==> src/rtl/adc_seq_pkg.sv <==
package adc_seq_pkg;
  localparam int NUM_CH = 8;
  localparam int CH_W = $clog2(NUM_CH);
  localparam int RES_W = 10;
  localparam int SEL_W = 3;
  localparam int MODE_W = 3;

  // packed word: first field is the most significant
  typedef struct packed {
    logic [NUM_CH-1:0] mask;
    logic [SEL_W-1:0]  clkSel;
    logic              burst;
    logic              powerOn;
    logic [MODE_W-1:0] startMode;
    logic              trigFalling;
  } cfg_t;

  localparam int CFG_W = $bits(cfg_t);

  // control-to-datapath strobes
  typedef struct packed {
    logic             capture;
    logic [CH_W-1:0]  chan;
    logic [SEL_W-1:0] shift;
  } capStrobe_t;
endpackage

==> src/rtl/adc_trig_edge.sv <==
module adc_trig_edge #(
  parameter int NUM_TRIG = 5,
  parameter int STAGES = 2
) (
  input  logic                clk,
  input  logic                rstN,
  input  logic [NUM_TRIG-1:0] trigIn,
  input  logic                fallSel,
  output logic [NUM_TRIG-1:0] trigEdge
);
  for (genvar i = 0; i < NUM_TRIG; i++) begin : g_trig
    logic [STAGES:0] pipe;
    logic synced, prevSynced;

    always_ff @(posedge clk) begin
      if (!rstN) pipe <= '0;
      else       pipe <= {pipe[STAGES-1:0], trigIn[i]};
    end

    assign synced = pipe[STAGES-1];
    assign prevSynced = pipe[STAGES];
    assign trigEdge[i] = fallSel ? (prevSynced & ~synced) : (synced & ~prevSynced);
  end
endmodule

==> src/rtl/adc_seq_ctrl.sv <==
module adc_seq_ctrl
  import adc_seq_pkg::*;
#(
  parameter int NUM_TRIG = 5,
  parameter int FULL_CLKS = 11
) (
  input  logic                clk,
  input  logic                rstN,
  input  logic                ctrlWr,
  input  cfg_t                cfgIn,
  input  logic [NUM_TRIG-1:0] trigEdge,
  output logic                trigFallSel,
  output logic                convActive,
  output logic [CH_W-1:0]     convChan,
  output capStrobe_t          cap
);
  localparam int CNT_W = $clog2(FULL_CLKS);

  cfg_t             cfgQ;
  logic             armed, busy, scanLive;
  logic [CNT_W-1:0] cnt;
  logic [CH_W-1:0]  chanQ, lastChan;
  logic [SEL_W-1:0] shiftQ;

  logic [CH_W-1:0]  lowest, nextUp, startChan;
  logic             haveUp, anySel, trigHit;
  logic             burstGo, immGo, trigGo, startNow;
  logic [CNT_W-1:0] lenM1;

  // lowest selected channel, and lowest selected channel above the last one
  always_comb begin
    lowest = '0;
    nextUp = '0;
    haveUp = 1'b0;
    for (int i = NUM_CH - 1; i >= 0; i--) begin
      if (cfgQ.mask[i]) lowest = CH_W'(i);
      if (cfgQ.mask[i] && (i > int'(lastChan))) begin
        nextUp = CH_W'(i);
        haveUp = 1'b1;
      end
    end
  end

  // trigger input selected by the start mode (modes 2 upward)
  always_comb begin
    trigHit = 1'b0;
    for (int i = 0; i < NUM_TRIG; i++)
      if (cfgQ.startMode == MODE_W'(i + 2)) trigHit = trigEdge[i];
  end

  assign anySel  = |cfgQ.mask;
  assign burstGo = cfgQ.powerOn & cfgQ.burst & (cfgQ.startMode == '0) & anySel;
  assign immGo   = cfgQ.powerOn & ~cfgQ.burst & (cfgQ.startMode == MODE_W'(1)) & armed & anySel;
  assign trigGo  = cfgQ.powerOn & ~cfgQ.burst & trigHit & anySel;
  assign startNow = ~busy & (burstGo | immGo | trigGo);
  assign startChan = (burstGo && scanLive && haveUp) ? nextUp : lowest;
  assign lenM1 = CNT_W'(FULL_CLKS - 1) - CNT_W'(cfgQ.clkSel);

  always_ff @(posedge clk) begin
    if (!rstN) begin
      cfgQ     <= '0;
      armed    <= 1'b0;
      scanLive <= 1'b0;
      busy     <= 1'b0;
      cnt      <= '0;
      chanQ    <= '0;
      shiftQ   <= '0;
      lastChan <= '0;
    end else begin
      if (ctrlWr) cfgQ <= cfgIn;
      if (ctrlWr) armed <= 1'b1;
      else if (startNow && immGo) armed <= 1'b0;
      if (!cfgQ.burst) scanLive <= 1'b0;
      else if (startNow && burstGo) scanLive <= 1'b1;
      if (startNow) begin
        busy   <= 1'b1;
        cnt    <= lenM1;
        chanQ  <= startChan;
        shiftQ <= cfgQ.clkSel;
        if (burstGo) lastChan <= startChan;
      end else if (busy) begin
        if (cnt == '0) busy <= 1'b0;
        else           cnt <= cnt - 1'b1;
      end
    end
  end

  assign convActive  = busy;
  assign convChan    = chanQ;
  assign trigFallSel = cfgQ.trigFalling;
  assign cap.capture = busy & (cnt == '0);
  assign cap.chan    = chanQ;
  assign cap.shift   = shiftQ;

  // checking state
  logic [CNT_W:0]    runCnt;
  logic [NUM_CH-1:0] maskPrev;
  always_ff @(posedge clk) begin
    if (!rstN) begin
      runCnt   <= '0;
      maskPrev <= '0;
    end else begin
      runCnt   <= busy ? runCnt + 1'b1 : '0;
      maskPrev <= cfgQ.mask;
    end
  end

  p_no_start_pdown_r2: assert property (@(posedge clk) disable iff (!rstN)
    (!busy && !cfgQ.powerOn) |=> !busy);
  p_imm_once_r3: assert property (@(posedge clk) disable iff (!rstN)
    (!busy && !armed && !cfgQ.burst && cfgQ.startMode == MODE_W'(1)) |=> !busy);
  p_start_on_selected_r3: assert property (@(posedge clk) disable iff (!rstN)
    $rose(busy) |-> maskPrev[chanQ]);
  p_conv_len_r4: assert property (@(posedge clk) disable iff (!rstN)
    $fell(busy) |-> int'(runCnt) == FULL_CLKS - int'(shiftQ));
  p_burst_gate_r6: assert property (@(posedge clk) disable iff (!rstN)
    (!busy && cfgQ.burst && cfgQ.startMode != '0) |=> !busy);
  p_chan_hold_r11: assert property (@(posedge clk) disable iff (!rstN)
    (busy && !cap.capture) |=> (busy && $stable(convChan)));
endmodule

==> src/rtl/adc_seq_result.sv <==
module adc_seq_result
  import adc_seq_pkg::*;
(
  input  logic             clk,
  input  logic             rstN,
  input  capStrobe_t       cap,
  input  logic [RES_W-1:0] convData,
  input  logic             rdEn,
  input  logic [CH_W-1:0]  rdChan,
  output logic [RES_W-1:0] rdData,
  output logic             rdDone,
  output logic             rdOverrun
);
  logic [RES_W-1:0]  resVec [NUM_CH];
  logic [NUM_CH-1:0] doneVec, ovrVec;

  for (genvar i = 0; i < NUM_CH; i++) begin : g_ch
    logic hitCap, hitRd;
    assign hitCap = cap.capture && (cap.chan == CH_W'(i));
    assign hitRd  = rdEn && (rdChan == CH_W'(i));

    always_ff @(posedge clk) begin
      if (!rstN) begin
        resVec[i]  <= '0;
        doneVec[i] <= 1'b0;
        ovrVec[i]  <= 1'b0;
      end else if (hitCap) begin
        resVec[i]  <= convData >> cap.shift;
        doneVec[i] <= 1'b1;
        ovrVec[i]  <= hitRd ? 1'b0 : (ovrVec[i] | doneVec[i]);
      end else if (hitRd) begin
        doneVec[i] <= 1'b0;
        ovrVec[i]  <= 1'b0;
      end
    end
  end

  assign rdData    = resVec[rdChan];
  assign rdDone    = doneVec[rdChan];
  assign rdOverrun = ovrVec[rdChan];

  p_overrun_set_r10: assert property (@(posedge clk) disable iff (!rstN)
    (cap.capture && doneVec[cap.chan] && !(rdEn && rdChan == cap.chan))
      |=> ovrVec[$past(cap.chan)]);
  p_read_clears_r10: assert property (@(posedge clk) disable iff (!rstN)
    (rdEn && !(cap.capture && cap.chan == rdChan))
      |=> (!doneVec[$past(rdChan)] && !ovrVec[$past(rdChan)]));
  p_done_from_capture_r10: assert property (@(posedge clk) disable iff (!rstN)
    (cap.capture) |=> doneVec[$past(cap.chan)]);
endmodule

==> src/rtl/adc_seq_top.sv <==
module adc_seq_top
  import adc_seq_pkg::*;
#(
  parameter int NUM_TRIG = 5,
  parameter int SYNC_STAGES = 2,
  parameter int FULL_CLKS = 11
) (
  input  logic                clk,
  input  logic                rstN,
  input  logic                ctrlWr,
  input  logic [CFG_W-1:0]    ctrlWord,
  input  logic [NUM_TRIG-1:0] extTrig,
  input  logic [RES_W-1:0]    convData,
  input  logic                rdEn,
  input  logic [CH_W-1:0]     rdChan,
  output logic                convActive,
  output logic [CH_W-1:0]     convChan,
  output logic [RES_W-1:0]    rdData,
  output logic                rdDone,
  output logic                rdOverrun
);
  logic [NUM_TRIG-1:0] trigEdge;
  logic                fallSel;
  capStrobe_t          cap;

  adc_trig_edge #(.NUM_TRIG(NUM_TRIG), .STAGES(SYNC_STAGES)) i_edge (
    .clk(clk), .rstN(rstN), .trigIn(extTrig), .fallSel(fallSel), .trigEdge(trigEdge)
  );

  adc_seq_ctrl #(.NUM_TRIG(NUM_TRIG), .FULL_CLKS(FULL_CLKS)) i_ctrl (
    .clk(clk), .rstN(rstN), .ctrlWr(ctrlWr), .cfgIn(cfg_t'(ctrlWord)),
    .trigEdge(trigEdge), .trigFallSel(fallSel), .convActive(convActive),
    .convChan(convChan), .cap(cap)
  );

  adc_seq_result i_result (
    .clk(clk), .rstN(rstN), .cap(cap), .convData(convData), .rdEn(rdEn),
    .rdChan(rdChan), .rdData(rdData), .rdDone(rdDone), .rdOverrun(rdOverrun)
  );
endmodule

==> config.mk <==
export PLATFORM = sky130hd
export DESIGN_NAME = adc_seq_top
export DESIGN_NICKNAME = d
export VERILOG_FILES = /design/src/rtl/adc_seq_pkg.sv /design/src/rtl/adc_trig_edge.sv /design/src/rtl/adc_seq_ctrl.sv /design/src/rtl/adc_seq_result.sv /design/src/rtl/adc_seq_top.sv
export SDC_FILE = /design/constraint.sdc
export NUM_CORES = 1
export LEC_CHECK = 0
export BUFFER_PORTS_ARGS = -buffer_cell sky130_fd_sc_hd__buf_2
export CORE_UTILIZATION = 60
export CTS_BUF_LIST = sky130_fd_sc_hd__clkbuf_8
export DETAILED_ROUTE_END_ITERATION = 12
export GPL_TIMING_DRIVEN = 1
export HOLD_SLACK_MARGIN = 0.03
export PLACE_DENSITY = 0.8
export SKIP_LAST_GASP = 1
export SLEW_MARGIN = 20
export SYNTH_ARGS = -nofsm -noshare
export SYNTH_HDL_FRONTEND = slang
export SYNTH_SLANG_ARGS = --single-unit
==> constraint.sdc <==
create_clock -name clk -period 4.65 [get_ports clk]
set_clock_uncertainty 0.15 [all_clocks]
set_input_delay 1.395 -clock clk [delete_from_list [all_inputs] [get_ports clk]]
set_output_delay 1.395 -clock clk [all_outputs]
set_load 0.02 [all_outputs]
Yosys cells after proc, flatten, opt, wreduce, memory -nomap -nowiden
Memory sizes are Yosys's and may differ from the RTL's. Index checks and enable logic that the tools add are counted.

Register bits: 64. Latch bits: 0. Bits in writable memories: 80. Memory bits (read-only): 0. Input port bits: 39. Output and inout bits: 16. Word-level logic and storage cells: 273. Memories: 1.

Add/subtract/negate cells: 2. Multiply operators: 0. Div/mod/pow operators: 0. Magnitude comparators: 8. Eq/ne operators: 21. Shift-type cells: 1. Muxes and demuxes: 110. Bitwise gates (word level): 51. Reductions and logical operators: 45.

Memory list: i_result.resVec (words 8, bits a word 10, rd ports 1, clocked after memory_dff 0, write ports 8, RTL line adc_seq_result.sv:14) `logic [RES_W-1:0] resVec [NUM_CH];`.

Operator list (count): $mux 1 (81); $mux 10 (8); $mux 3 (16); $eq 3x3->1 const B (11); $logic_and 1x1->1 (27); $and 1x1->1 (21); $reduce_bool 2->1 (10); $eq 3x2->1 const B (6); $or 1x1->1 (18); $gt 3x3->1 const A (4); $mux 4 (3); $not 1->1 (12); $shr 10x3->10 (1); $eq 3x1->1 const B (3); $logic_not 3->1 (3); $reduce_or 8->1 (1); $bmux 1 s3 (2); $gt 2x3->1 const A (2); $reduce_and 2->1 (3); $logic_not 4->1 (1); $lt 3x4->1 const B (1); $sub 4x1->4 const B (1); $sub 4x3->4 const A (1); $gt 1x3->1 const A (1); $ne 2x1->1 const B (1).

Depth between registers and ports, before layout
Gate-level depths: netlist of the first run.

Depth after elaboration: 15. Depth in mapped cells: 8. Mapped depth without buffers: 8.

Modules after synthesis
A second synthesis of the first run with hierarchy kept.

Cell total of the unflattened synthesis: 590. Area, all modules: 6874.1 um^2.

Modules (own cells, without submodules): adc_seq_result (instances 1, cells an instance 354, area an instance 4653.2 um^2); adc_seq_ctrl (instances 1, cells an instance 189, area an instance 1699.1 um^2); adc_trig_edge (instances 1, cells an instance 47, area an instance 521.8 um^2).

Least setup slack after synthesis of the first run
OpenSTA, ideal clock, no wires.

Path kind: input to output. Start point: in rdChan[0]. End point: out rdData[0]. Arrival: 2.839 ns. Slack: 0.266 ns. Cell stages on the path: 4. Path through: buf_2 buf_2 mux4_2 mux2_2.

Cells in the longest elaborated chain, start to end: 1.

Ends and longest elaborated chain: start: declaration (RTL line adc_seq_top.sv:15) `input logic [CH_W-1:0] rdChan,`; $mem_v2 8x10; end: declaration (RTL line adc_seq_top.sv:18) `output logic [RES_W-1:0] rdData,`.

No other way between the ends.

Final worst setup path of the first run
Start point: in rdChan[1]. End point: out rdDone.

Cells in the longest elaborated chain, start to end: 2.

Ends and longest elaborated chain: $bmux 1 s3 (RTL line adc_seq_result.sv:39) `assign rdDone = doneVec[rdChan];`; $mux 1 (not written as such) (RTL line adc_seq_result.sv:39); end: declaration (RTL line adc_seq_top.sv:19) `output logic rdDone,`.

No other way between the ends. The select of a mux whose other input is x is not followed.

==> results of run 1 <==
sequential cells by signal (all words and copies together), names as in the netlist, 3 cells and up:
name / cells
i_ctrl.cfgQ: 16
i_result.ovrVec: 8
i_ctrl.shiftQ: 3
i_edge.g_trig.pipe: 15
i_ctrl.lastChan: 3
i_ctrl.convChan: 3
i_ctrl.cnt: 4
i_result.doneVec: 8
i_result.resVec: 80
where the power goes:
part	switching [mW]	internal (mW)	total (mW)
Clock	0.497	0.480	0.978
Sequential	0.0305	1.38	1.41
Combinational	0.140	0.106	0.246
Total	0.668	1.97	2.64
Yosys cell counts (all sizes together) (3+ instances only):
master / n / share of area
nand2: 39 / 0.022
ha: 3 / 0.0056
o22ai: 3 / 0.0028
a22oi: 3 / 0.0033
mux4: 27 / 0.090
edfxtp: 80 / 0.36
buf: 13 / 0.012
inv: 5 / 0.0028
nor3: 8 / 0.0074
clkbuf: 22 / 0.012
nand2b: 16 / 0.015
nor3b: 4 / 0.0045
nor2: 126 / 0.070
a21oi: 38 / 0.029
nor2b: 11 / 0.010
nand3: 9 / 0.0067
or2: 3 / 0.0028
o21ai: 15 / 0.011
dfxtp: 64 / 0.19
and2: 15 / 0.014
o31ai: 3 / 0.0033
mux2: 15 / 0.025
mux2i: 31 / 0.046
o21bai: 3 / 0.0033
per-stage QoR:
stage | hold slack [ns] | total power [mW]
after floorplan | 0.2619 | 1.611
after global placement | 0.2689 | 1.675
after detailed placement | 0.2745 | 1.685
after CTS | 0.2958 | 2.643
after global routing | 0.3230 | 2.717
final | 0.2877 | 2.637
worst reg2reg max path, cell delays in order (launching register included):
cell	delay (ns)
dfxtp_1	0.67
nand2_1	0.13
nor3_2	0.43
nand2_1	0.32
nor3_1	0.40
nand2b_1	0.59
cell families (layout without fill, tap and decap cells):
logic type | after synthesis | count (layout) | synth area share
buffers and inverters | 41 | 94 | 0.02734
DFF | 144 | 144 | 0.5475
adders and majority gates | 3 | 3 | 0.005580
AOI/OAI and AO/OA | 87 | 87 | 0.08555
xor gates and xnor gates | 2 | 2 | 0.002604
muxes | 73 | 73 | 0.1616
and+or+nand+nor | 245 | 245 | 0.1698
layer usage:
metal | vias to the layer above | track usage | routed length (um)
li1 | 2228 | - | -
met2 | 234 | 0.4327 | 7139
met5 | - | 0 | 0
met1 | 2346 | 0.3601 | 6075
met4 | 0 | 0.1223 | 290
met3 | 35 | 0.05993 | 1147
final cells by class:
class / instances / share of cell area
inverters: 6 / 0.003028
clock buffers: 17 / 0.03146
clock inverters: 15 / 0.02153
multi-input cells: 410 / 0.3851
flip-flops and latches: 144 / 0.4953
repair buffers: 56 / 0.04004
well taps: 140 / 0.02355
worst paths after layout:
path                                         endpoint  slack, ns
setup / recovery                               rdDone       0.29
hold / removal    i_edge.g_trig[4].pipe[1]$_SDFF_PN0_       0.29
setup reg to reg  i_result.resVec[1][0]$_SDFFCE_PN0P_       1.60
hold reg to reg   i_edge.g_trig[4].pipe[1]$_SDFF_PN0_       0.29
==> flow_summary.json, run 1 <==
{
  "cts_buffer_depth": 2,
  "grt_first_pass_wirelength_mm": 23.47,
  "antenna_found_initial": 0,
  "place_ws_ns": 0.2951,
  "crit_slowest_cell": "buf_2",
  "clk_pin_slew_ns": 0.08,
  "wl_per_cell_um": 18.59,
  "endpoint_kind": "primary output",
  "area_delta_synth_final_pct": 10.54,
  "fin_cells": 788,
  "port_buffers": 54,
  "worstPathRequired_ns": 3.11,
  "hold_viol": 0,
  "cts_buffers": 17,
  "gp_congestion": 0.8638,
  "cts_hold_buf": 0,
  "grt_start_max_net_pins": 46,
  "pwr_density_cell_mw_per_mm2": 354.5,
  "layout_common_cells": "126 x nor2_1, 80 x edfxtp_1, 64 x dfxtp_1, 54 x buf_2, 39 x nand2_1",
  "slowest_delay_ns": 0.52,
  "die_h_um": 107.9,
  "antenna_cells": 0,
  "cp_common_cell": "buf_2",
  "synth_cells": 595,
  "finalSetupTns_ns": 0,
  "ys.flop_type": "edfxtp_1",
  "rsz0062_at_grt": "false",
  "leakage_nw": 2.830,
  "synthesis.area_mm2": 0.006728,
  "cts_setup_buffers": 0,
  "worstMarginPinSlew_ns": 1.052,
  "drive_gt1_frac": 0.2253,
  "design_area_mm2": 0.007437,
  "synth.distinct_cells": 61,
  "die_area_mm2": 0.01164,
  "critPathMaxFanout": 29,
  "ys_async_sr_fraction": 0,
  "firstDrtPassIters": 5,
  "ys_seq_elements": 144,
  "path_cells": "buf_2 > mux4_2 > mux2_2 > buf_2",
  "regArea_mm2": 0.003684,
  "synth_nets": 637,
  "die_x_um": 107.9,
  "via_per_inst": 6.146,
  "hold_start": "i_edge.g_trig[4].pipe[0]$_SDFF_PN0_",
  "drt_iter0_drc": 439,
  "cts_sinks": 144,
  "placement_rows": 38,
  "maxSlewViolCount": 0,
  "h-tree-depth": 4,
  "setup_viol": 0,
  "fillers": 763,
  "crit_start": "rdChan[1]",
  "relSlewSlack": 0.2937,
  "period_share": 0.9369,
  "status": "completed",
  "crit_buf_inv": 2,
  "fmax_mhz": 229.5,
  "drtAntennaViolNets": 0,
  "r2r_cells": 5,
  "avgSynthCellArea_um2": 11.31,
  "overflow": 0,
  "start_kind": "input port",
  "cts_tree": "yes",
  "track_usage": 0.2730,
  "postCtsResizedCells": 0,
  "setup.worst_path.class": "in -> out",
  "cpLargestDelayFamily": "multiplexers",
  "initial_utilization": 0.6179,
  "dp.cells": 756,
  "drt_wl_total_mm": 14.65,
  "post-route-util": 0.6831,
  "hold_path_depth": 1,
  "multi_input_area_mm2": 0.002864,
  "cp_num_cells": 4,
  "min_period_ns": 4.357,
  "placed_cell_area_mm2": 0.007039,
  "core_mm2": 0.01089,
  "hpwl_mm": 9.784,
  "setup_ws_ns": 0.2932,
  "r2r-start": "i_ctrl.convActive$_SDFF_PN0_",
  "vias": 4843,
  "max-cap-violations": 0,
  "ys_seq_area_frac": 0.5475,
  "worstSkewPairLatency_ns": 0.45,
  "drc": 0,
  "io_pins": 55,
  "synth_edf_count": 80,
  "layout.nets": 677,
  "yosys_warnings": 0,
  "irDropWorstVdd_uv": 224.0,
  "hold_class": "reg -> reg",
  "mostFrequentLayoutCell": "nor2_1",
  "cts_root_buf": "clkbuf_8",
  "first_global_vias": 4601,
  "arrival_ns": 2.81
}
(Power assumes the default switching activity.)
==> run 2: changes to the inputs <==
CELL_PAD_IN_SITES_DETAIL_PLACEMENT = 0   (was default)
CELL_PAD_IN_SITES_GLOBAL_PLACEMENT = 1   (was default)
CORE_UTILIZATION = 50   (was 60)
PLACE_DENSITY = 0.82   (was 0.8)
==> flow_summary.json, run 2 (synthesized netlist as in run 1, its figures left out) <==
{
  "status": "completed",
  "wl_per_cell_um": 18.71,
  "slowest_delay_ns": 0.53,
  "setup_ws_ns": 0.2829,
  "cts_tree": "yes",
  "port_buffers": 54,
  "hpwl_mm": 10.56,
  "period_share": 0.9392,
  "largest_reg_flops": 80,
  "fin_cells": 825,
  "cts_hold_buf": 0,
  "antenna_cells": 0,
  "ff2ff_setup_slack_ns": 1.49,
  "hold_slack_ns": 0.2867,
  "drive_gt1_frac": 0.2250,
  "finalSetupTns_ns": 0,
  "place_ws_ns": 0.2913,
  "vias": 4799,
  "regArea_mm2": 0.003684,
  "drt_iter0_drc": 506,
  "rsz0062_at_grt": "false",
  "drt_wl_total_mm": 15.43,
  "worstMarginPinSlew_ns": 0.9792,
  "leakage_nw": 2.883,
  "pwr_density_cell_mw_per_mm2": 374.6,
  "fillers": 1091,
  "dp.cells": 794,
  "r2r-start": "i_ctrl.convActive$_SDFF_PN0_",
  "cts_setup_buffers": 0,
  "worstSkewPairLatency_ns": 0.46,
  "layout_common_cells": "126 x nor2_1, 80 x edfxtp_1, 64 x dfxtp_1, 54 x buf_2, 39 x nand2_1",
  "power_frac_clock": 0.414,
  "hold_viol": 0,
  "placement_rows": 42,
  "hold_start": "i_edge.g_trig[1].pipe[0]$_SDFF_PN0_",
  "crit_buf_inv": 2,
  "hold_path_depth": 1,
  "path_cells": "buf_2 > mux4_2 > mux2_2 > buf_2",
  "mostFrequentLayoutCell": "nor2_1",
  "min_period_ns": 4.367,
  "initial_utilization": 0.5101,
  "drtAntennaViolNets": 0,
  "whs_endpoint": "i_edge.g_trig[1].pipe[1]$_SDFF_PN0_",
  "seqPwrFrac": 0.499,
  "placed_cell_area_mm2": 0.007099,
  "layout.nets": 679,
  "largestRegisters": "i_result.resVec (80), i_ctrl.cfgQ (16), i_edge.g_trig.pipe (15)",
  "r2r-end": "i_result.resVec[1][4]$_SDFFCE_PN0P_",
  "track_usage": 0.2327,
  "cpLargestDelayFamily": "multiplexers",
  "switching_share": 0.2318,
  "relSlewSlack": 0.3428,
  "finalPower_mw": 2.838,
  "r2r_cells": 5,
  "via_per_inst": 5.817,
  "setup.worst_path.class": "in -> out",
  "firstDrtPassIters": 5,
  "fmax_mhz": 229.0,
  "cts_buffer_depth": 2,
  "overflow": 0,
  "multi_input_area_mm2": 0.002864,
  "cts_sinks": 144,
  "core_mm2": 0.01319,
  "cts_buffers": 17,
  "drc": 0,
  "clk_pin_slew_ns": 0.08,
  "endpoint_kind": "primary output",
  "maxSlewViolCount": 0,
  "start_kind": "input port",
  "cts_root_buf": "clkbuf_8",
  "regMostFlops": "i_result.resVec",
  "worstPathRequired_ns": 3.11,
  "io_pins": 55,
  "grt_first_pass_wirelength_mm": 24.47,
  "power_frac_comb": 0.087,
  "setup_viol": 0,
  "die_x_um": 118.0,
  "post-route-util": 0.5744,
  "arrival_ns": 2.82,
  "area_delta_synth_final_pct": 12.61,
  "crit_slowest_cell": "buf_2",
  "die_h_um": 118.0,
  "gp_congestion": 0.8962,
  "critPathMaxFanout": 29,
  "postCtsResizedCells": 0,
  "cp_common_cell": "buf_2",
  "first_global_vias": 4573,
  "irDropWorstVdd_uv": 168.9,
  "die_area_mm2": 0.01392,
  "antenna_found_initial": 0,
  "h-tree-depth": 4,
  "p_int_mw": 2.180,
  "hold_class": "reg -> reg",
  "design_area_mm2": 0.007576,
  "grt_start_max_net_pins": 46,
  "power.switching_uw": 657.7,
  "max-cap-violations": 0
}
[run 2: power by group through the flow]
stage	Combinational [mW]	Clock (mW)	Sequential, mW
detailed placement	0.245	0	1.44
CTS	0.247	1.18	1.42
global placement	0.238	0	1.44
floorplan	0.183	0	1.43
finish	0.247	1.18	1.42
global route	0.269	1.23	1.42
[run 2: worst reg2reg max path, cell delays in order, from the launching register on]
cell	delay [ns]
dfxtp_1	0.65
nand2_1	0.13
nor3_2	0.43
nand2_1	0.27
nor3_1	0.56
nand2b_1	0.60
[run 2: layout make-up]
cell class,instances,area share
Multi-Input combinational cell,410,0.3780
Clock buffer,17,0.03088
Timing Repair Buffer,58,0.04129
Sequential cell,144,0.4862
Clock inverter,14,0.03154
Inverter,6,0.002973
Tap cell,176,0.02907
[run 2: how the worst max path moves through the flow]
stage,start,to,slack (ns),cells past startpoint
finish,rdChan[1],rdData[7],0.28,4
global route,rdChan[0],rdData[7],0.23,5
CTS,rdChan[0],rdOverrun,0.29,5
detailed placement,rdChan[0],rdData[5],0.29,5
global placement,rdChan[0],rdDone,0.32,5
floorplan,rdChan[0],rdData[0],0.27,4
[run 2: per-layer routing]
metal  global-route usage  vias to the layer above  routed length (um)
met5                    0                        -                   0
met3              0.05669                       22                1386
li1                     -                     2222                   -
met1               0.3297                     2348                6677
met4              0.07933                        0                 233
met2               0.3500                      207                7134
